--- src/rtl/fcmp_pkg.sv ---
package fcmp_pkg;

  typedef enum logic [1:0] {
    ORD_LT = 2'd0,
    ORD_EQ = 2'd1,
    ORD_GT = 2'd2,
    ORD_UN = 2'd3
  } ord_e;

  typedef struct packed {
    logic n;
    logic z;
    logic c;
    logic v;
    logic ioc;
  } cmp_res_t;

  // Maps an ordering and the invalid indication onto the condition code
  function automatic cmp_res_t encode_flags(ord_e ord, logic ioc);
    cmp_res_t r;
    r = '0;
    r.ioc = ioc;
    unique case (ord)
      ORD_LT: r.n = 1'b1;
      ORD_EQ: begin r.z = 1'b1; r.c = 1'b1; end
      ORD_GT: r.c = 1'b1;
      ORD_UN: begin r.c = 1'b1; r.v = 1'b1; end
      default: r = '0;
    endcase
    return r;
  endfunction

endpackage

--- src/rtl/fcmp_classify.sv ---
module fcmp_classify #(
  parameter int EXP_W = 11,
  parameter int MAN_W = 52,
  localparam int W = 1 + EXP_W + MAN_W
) (
  input  logic [W-1:0] word,
  output logic         is_nan,
  output logic         is_snan,
  output logic         is_zero
);
  logic [EXP_W-1:0] exp_f;
  logic [MAN_W-1:0] man_f;

  assign exp_f   = word[W-2 -: EXP_W];
  assign man_f   = word[MAN_W-1:0];
  assign is_nan  = (&exp_f) && (|man_f);
  assign is_snan = is_nan && !man_f[MAN_W-1];
  assign is_zero = ~|word[W-2:0];
endmodule

--- src/rtl/fcmp_order.sv ---
module fcmp_order #(
  parameter int W = 64
) (
  input  logic         [W-1:0] lhs,
  input  logic         [W-1:0] rhs,
  input  logic                 lhs_zero,
  input  logic                 rhs_zero,
  output fcmp_pkg::ord_e       ord
);
  import fcmp_pkg::*;

  function automatic ord_e order_words(logic [W-1:0] a, logic [W-1:0] b,
                                       logic az, logic bz);
    logic mag_lt;
    if (a == b || (az && bz)) return ORD_EQ;
    if (a[W-1] != b[W-1]) return a[W-1] ? ORD_LT : ORD_GT;
    mag_lt = a[W-2:0] < b[W-2:0];
    if (a[W-1]) mag_lt = !mag_lt;
    return mag_lt ? ORD_LT : ORD_GT;
  endfunction

  assign ord = order_words(lhs, rhs, lhs_zero, rhs_zero);
endmodule

--- src/rtl/fcmp_flag_unit.sv ---
module fcmp_flag_unit #(
  parameter int EXP_W = 11,
  parameter int MAN_W = 52,
  localparam int W = 1 + EXP_W + MAN_W
) (
  input  logic         clk,
  input  logic         rst_n,
  input  logic         in_valid,
  input  logic [W-1:0] opd_a,
  input  logic [W-1:0] opd_b,
  input  logic         sig_qnan,
  input  logic         cmp_zero,
  output logic         out_valid,
  output logic         flag_n,
  output logic         flag_z,
  output logic         flag_c,
  output logic         flag_v,
  output logic         inv_op
);
  import fcmp_pkg::*;

  logic [W-1:0] sel_b;
  logic [W-1:0] opnd [2];
  logic [1:0]   nan_v, snan_v, zero_v, sig_v;
  logic         any_nan, any_sig;
  ord_e         num_ord, fin_ord;
  cmp_res_t     res_c, res_q;
  logic         vld_q;

  assign sel_b   = cmp_zero ? '0 : opd_b;
  assign opnd[0] = opd_a;
  assign opnd[1] = sel_b;

  for (genvar i = 0; i < 2; i++) begin : g_cls
    fcmp_classify #(.EXP_W(EXP_W), .MAN_W(MAN_W)) u_cls (
      .word    (opnd[i]),
      .is_nan  (nan_v[i]),
      .is_snan (snan_v[i]),
      .is_zero (zero_v[i])
    );
    assign sig_v[i] = nan_v[i] && (snan_v[i] || sig_qnan);
  end

  assign any_nan = |nan_v;
  assign any_sig = |sig_v;

  fcmp_order #(.W(W)) u_ord (
    .lhs      (opd_a),
    .rhs      (sel_b),
    .lhs_zero (zero_v[0]),
    .rhs_zero (zero_v[1]),
    .ord      (num_ord)
  );

  assign fin_ord = any_nan ? ORD_UN : num_ord;
  assign res_c   = encode_flags(fin_ord, any_sig);

  always_ff @(posedge clk) begin
    if (!rst_n) begin
      res_q <= '0;
      vld_q <= 1'b0;
    end else begin
      vld_q <= in_valid;
      if (in_valid) res_q <= res_c;
    end
  end

  assign out_valid = vld_q;
  assign flag_n    = res_q.n;
  assign flag_z    = res_q.z;
  assign flag_c    = res_q.c;
  assign flag_v    = res_q.v;
  assign inv_op    = res_q.ioc;
endmodule

--- config.mk ---
export PLATFORM = sky130hd
export DESIGN_NAME = fcmp_flag_unit
export DESIGN_NICKNAME = d
export VERILOG_FILES = /design/src/rtl/fcmp_pkg.sv /design/src/rtl/fcmp_classify.sv /design/src/rtl/fcmp_order.sv /design/src/rtl/fcmp_flag_unit.sv
export SDC_FILE = /design/constraint.sdc
export NUM_CORES = 1
export LEC_CHECK = 0
export CORE_UTILIZATION = 55
export DETAILED_ROUTE_END_ITERATION = 8
export DONT_BUFFER_PORTS = 1
export HOLD_SLACK_MARGIN = 0.06
export PLACE_DENSITY = 0.7
export SLEW_MARGIN = 10
export SYNTH_ARGS = -nofsm -noshare
export SYNTH_HDL_FRONTEND = slang
export SYNTH_HIERARCHICAL = 1
export SYNTH_SLANG_ARGS = --single-unit
--- constraint.sdc ---
create_clock -name clk -period 4.3 [get_ports clk]
set_input_delay 0 -clock clk [delete_from_list [all_inputs] [get_ports clk]]
set_output_delay 0 -clock clk [all_outputs]
set_load 0.05 [all_outputs]
; After elaboration in Yosys (flattened, before gate mapping)
; Cells that the tools add are included.
; W data, S select, Z words.
[op_classes]
n_eq_ne = 5
mux = 18
n_reduce_logical = 25
n_lt_le_gt_ge = 1
[op_table]
columns = operator, n
row1 = $reduce_or A63 Y1, 2
row2 = $reduce_or A52 Y1, 2
row3 = $eq A64 B64 Y1, 1
row4 = $mux W64, 1
row5 = $lt A63 B63 Y1, 1
row6 = $reduce_and A11 Y1, 2
row7 = $mux W2, 7
row8 = $mux W1, 10
row9 = $logic_and A1 B1 Y1, 7
row10 = $logic_not A1 Y1, 5
row11 = $eq A2 B2 Y1 const B, 2
row12 = $reduce_or A2 Y1, 2
row13 = $logic_or A1 B1 Y1, 3
row14 = $reduce_or A3 Y1, 1
row15 = $eq A2 B1 Y1 const B, 1
row16 = $logic_not A2 Y1, 1
row17 = $ne A1 B1 Y1, 1
[totals]
regBits = 6
output_inout_bits = 6
inputBits = 133

; Depth between registers and ports, before layout
[logic_depth]
ltp_word = 16
depth_mapped = 14
depth_no_buf = 12

; Cells and area by module
; The synthesis kept the hierarchy.
[modules_own_cells]
columns = mod, instances, area_per_inst_um2, cells_per_inst
row1 = fcmp_order, 1, 1647.8, 229
row2 = fcmp_flag_unit, 1, 669.4, 94
row3 = fcmp_classify, 2, 190.2, 29

; Worst setup path before layout
; Ideal clock, no wire load.
[synth_timing]
path_kind = input to register
start = in cmp_zero
end = reg res_q, in the netlist flag_n
required_time_ns = 4.239
setup_time_ns = 0.061
arrival_time_ns = 2.754
path_buffers = 2
path_stages = 14
setup_slack_ns = 1.486
path_cell_list = buf_2 buf_2 nor2b_1 inv_1 ha_1 nand3_2 or3_4 nor4_4 nand3_1 o21ai_0 a311o_1 o31ai_1 o31ai_2 o2111a_1
[synth_rtl]
columns = element, line_no
row1 = "start, declared", fcmp_flag_unit.sv:12  ; input logic cmp_zero,
row2 = $mux W64 *, fcmp_flag_unit.sv:30  ; assign sel_b = cmp_zero ? '0 : opd_b;
row3 = via sel_b[55], fcmp_flag_unit.sv:22  ; logic [W-1:0] sel_b;
row4 = $reduce_or A63 Y1, fcmp_classify.sv:18  ; assign is_zero = ~|word[W-2:0];
row5 = $logic_not A1 Y1, fcmp_classify.sv:18
row6 = $logic_and A1 B1 Y1, fcmp_order.sv:15  ; if (a == b || (az && bz)) return ORD_EQ;
row7 = $logic_or A1 B1 Y1 *, fcmp_order.sv:15
row8 = $mux W1 *, fcmp_order.sv:15
row9 = $mux W2 *, fcmp_order.sv:16  ; if (a[W-1] != b[W-1]) return a[W-1] ? ORD_LT : ORD_GT;
row10 = via num_ord[0], fcmp_flag_unit.sv:26  ; ord_e num_ord, fin_ord;
row11 = $mux W2 *, fcmp_flag_unit.sv:55  ; assign fin_ord = any_nan ? ORD_UN : num_ord;
row12 = $logic_not A2 Y1 *, fcmp_pkg.sv:23  ; unique case (ord)
row13 = $mux W1 *, fcmp_pkg.sv:23
row14 = "end signal, assigned", fcmp_flag_unit.sv:64  ; if (in_valid) res_q <= res_c;
row15 = "end, declared", fcmp_flag_unit.sv:27  ; cmp_res_t res_c, res_q;
; Mark *: on every way through the listed nets, which the timed path passes. The rest lies on a longest branch. The select of a mux whose other input is x is not followed.
; A chain may end at the register's enable or synchronous reset.

; Worst setup path after layout
[layout_timing]
start = in opd_b[55]
end = reg res_q, in the netlist flag_v
[layout_rtl]
columns = element, line_no
row1 = "start, declared", fcmp_flag_unit.sv:10  ; input logic [W-1:0] opd_b,
row2 = $mux W64 *, fcmp_flag_unit.sv:30
row3 = $reduce_or A63 Y1, fcmp_classify.sv:18
row4 = $logic_not A1 Y1, fcmp_classify.sv:18
row5 = $logic_and A1 B1 Y1, fcmp_order.sv:15
row6 = $logic_or A1 B1 Y1 *, fcmp_order.sv:15
row7 = $mux W1 *, fcmp_order.sv:15
row8 = $mux W2 *, fcmp_order.sv:16
row9 = via num_ord[0], fcmp_flag_unit.sv:26
row10 = $mux W2 *, fcmp_flag_unit.sv:55
row11 = $eq A2 B2 Y1 *, fcmp_pkg.sv:23
row12 = $mux W1 *, fcmp_pkg.sv:23
; Marked as above.

==> flow_summary.toml <==
[outcome]
status = "complete, no violations"

[grt]
grt_use_total = 0.253
grt_start_max_net_pins = 65
overflow = 0
grt_first_pass_wirelength_um = 10700
antenna_found_initial = 0
grt_pass1_vias = 2572

[critical_path]
critPathSlowestCell = "dlygate4sd3_1"
crit_arrival_ns = 3.28
crit_required_ns = 4.41
worstReg2RegStart = "flag_v"
end_kind = "register"
path_cells = "nor2b_1, inv_1, ha_1, nand3_2, or3_4, nor4_4, nand3_1, o21ai_0, a311o_1, o31ai_1, a211oi_1, a21oi_1, dlygate4sd3_1"
cpLargestDelayFamily = "simple AND/OR/NAND/NOR gates"
path_class = "in2reg"
rr_endpoint = "flag_v"
worstSetupStartpointType = "input pin"
critPathMaxStageDelay_ns = 0.57
crit_path_max_fanout = 6
crit_start = "opd_b[55]"
crit_path_end = "flag_v"
rrSetupSlack_ns = 2.77
crit_buf_inv = 2
r2r.worst_path.cells = 3
critical_path_depth = 13

[synthesis]
synth_area_um2 = 2700
synth-compound-area-share = 0.141
synthMuxAreaShare = 0.00417
synth-simple-area-share = 0.410
ys_async_sr_fraction = 0
syn_inst = 381
synth.avg_cell_area_um2 = 7.08
synth_top_family_by_area = "simple AND/OR/NAND/NOR gates"
yosysSeqAreaShare = 0.0445
synthAdderAreaFrac = 0.292
synth_edf_count = 0
syn-num-nets = 577
synth_xor_area_frac = 0.00325
synth_seq_cells = 6
synth.distinct_cells = 38
ys.flop_type = "dfxtp_1"
ys_warn_count = 6

[routing]
drt_iter0_markers = 82
via_per_inst = 5.93
ant_nets = 0
dr_total_vias = 2652
wl_per_cell_um = 14.7
drc = 0
drt-pass1-iter-count = 4
routed_wl_um = 6590

[min_path]
min-delay-start = "opd_a[60]"
min_path_type = "in2reg"
holdPathStages = 4

[power_and_ir_drop]
vdd_drop_max_uv = 97.7
cellPowerDensity_nw_per_um2 = 124
p_switching_uw = 139
power_leakage_uw = 0.00114
combPwrFrac = 0.559
clkPwrFrac = 0.239
netSwitchingFraction = 0.396
internal_power_uw = 212
power_frac_seq = 0.202

[timing]
setup_viol = 0
worst_pin_slew_ns = 0.548
fmax_mhz = 315
fin_crit_sh = 0.739
fin_worst_skew_ns = 0
grt_setup_unrepaired = "false"
tns_ns = 0
fin_crit_ns = 3.18
hold_viol = 0
maxSlewHeadroom = 0.631
slew_viol_final = 0

[final_layout]
area_growth_pct = 4.55
post-route-cell-area_um2 = 2820
antenna_cells = 0
drive_above_1_share = 0.0421
layout.nets = 578
fillCellCount = 493
final_cell_mix = "nor2b_1, inv_1, ha_1, nor4_1, a21oi_1"

[placed_design]
gp_congestion = 0.919
place_hpwl_um = 5870
port_buffers = 0
postPlaceCellArea_um2 = 2740

[floorplanning]
die_y_um = 72.0
die_width_um = 72.0
die-area_um2 = 5190
fp-row-count = 25
num_io_pins = 139
core_um2 = 4720
start_util = 0.571

[flow_run]
maxCapViolCount = 0

[clock_network]
post_cts_buffers = 0
clkTransAtPathRegs_ns = 0.04
numCtsBuffers = 3
hold_buffers = 4
cts_tree = "done"
root_buffer = "clkbuf_8"
cts_max_path_buffers = 2
clock-sinks = 6
clk_latency_ns = 0.22
ctsResizeCount = 0
cts-htree-levels = 1
synth_stat cells, types with 4 or more instances:
master | count | area (um2)
nor2_1 | 6 | 22.5
nand2_1 | 17 | 63.8
o31ai_1 | 4 | 30.0
and4_1 | 4 | 35.0
a21oi_1 | 22 | 110
nor3_1 | 9 | 45.0
o21ai_0 | 11 | 55.1
buf_2 | 7 | 35.0
dfxtp_1 | 6 | 120
ha_1 | 63 | 788
inv_1 | 64 | 240
nand4_1 | 16 | 100
nor4_1 | 31 | 194
a21o_1 | 5 | 37.5
nor4_2 | 4 | 50.1
a211oi_1 | 6 | 45.0
nand3_1 | 13 | 65.1
nor2b_1 | 64 | 400
flip-flops by register name, summed over array words and instances, names as in the netlist:
| signal | cells |
|---|---|
| inv_op | 1 |
| flag_v | 1 |
| flag_n | 1 |
| out_valid | 1 |
| flag_c | 1 |
| flag_z | 1 |
layout make-up:
cell class | count | area, um2 | share of cell area
multi-input combinational | 303 | 2290 | 0.814
inverter | 64 | 240 | 0.0852
sequential | 6 | 120 | 0.0426
tap | 67 | 83.8 | 0.0297
clock buffer | 3 | 41.3 | 0.0146
timing repair buffer | 4 | 40.0 | 0.0142
per-stage QoR:
| stage | hold WS [ns] | worst slack [ns] | util | total power (uW) | instances |
|---|---|---|---|---|---|
| 3_5_place_dp | 0.0956 | 1.44 | 0.580 | 263 | 440 |
| 5_1_grt | 0.153 | 0.854 | 0.597 | 391 | 447 |
| 4_1_cts | 0.121 | 1.13 | 0.597 | 353 | 447 |
| 3_3_place_gp | 0.0941 | 1.54 | 0.580 | 259 | 440 |
| 2_1_floorplan | 0.127 | 1.49 | - | 237 | 381 |
| 6_report | 0.119 | 1.12 | 0.597 | 351 | 447 |
power groups by stage:
stage                     Combinational [uW]  Sequential, uW  Clock, uW
after floorplan                          166            71.4          0
after global placement                   187            71.6          0
after detailed placement                 191            71.7          0
after CTS                                197            70.8       85.9
after global routing                     231            71.1       89.1
final                                    196            70.8       84.0
layer usage:
| metal | global-route usage | part of all wire |
|---|---|---|
| met4 | 0.0305 | 0.0024 |
| met5 | 0 | 0 |
| met1 | 0.316 | 0.46 |
| met2 | 0.468 | 0.47 |
| met3 | 0.0403 | 0.068 |
worst min-delay path, cell delays in order:
cell and delay, ns:
nand3_1 0.05, nor3_1 0.08, o21ai_0 0.08, a31oi_1 0.08
kinds of logic after synthesis:
| kind of cell | after synthesis |
|---|---|
| buffers and inverters | 72 |
| adders and majority gates | 63 |
| muxes | 1 |
| xor gates and xnor gates | 1 |
| AOI/OAI and AO/OA | 59 |
| DFF | 6 |
| and+or+nand+nor | 179 |
how the worst min path moves through the flow:
stage / to / slack, ns
floorplan: out_valid / 0.13
global placement: flag_v / 0.09
detailed placement: flag_v / 0.1
CTS: inv_op / 0.12
global route: inv_op / 0.15
finish: inv_op / 0.12
No activity file was read; power rests on OpenSTA's default activity.
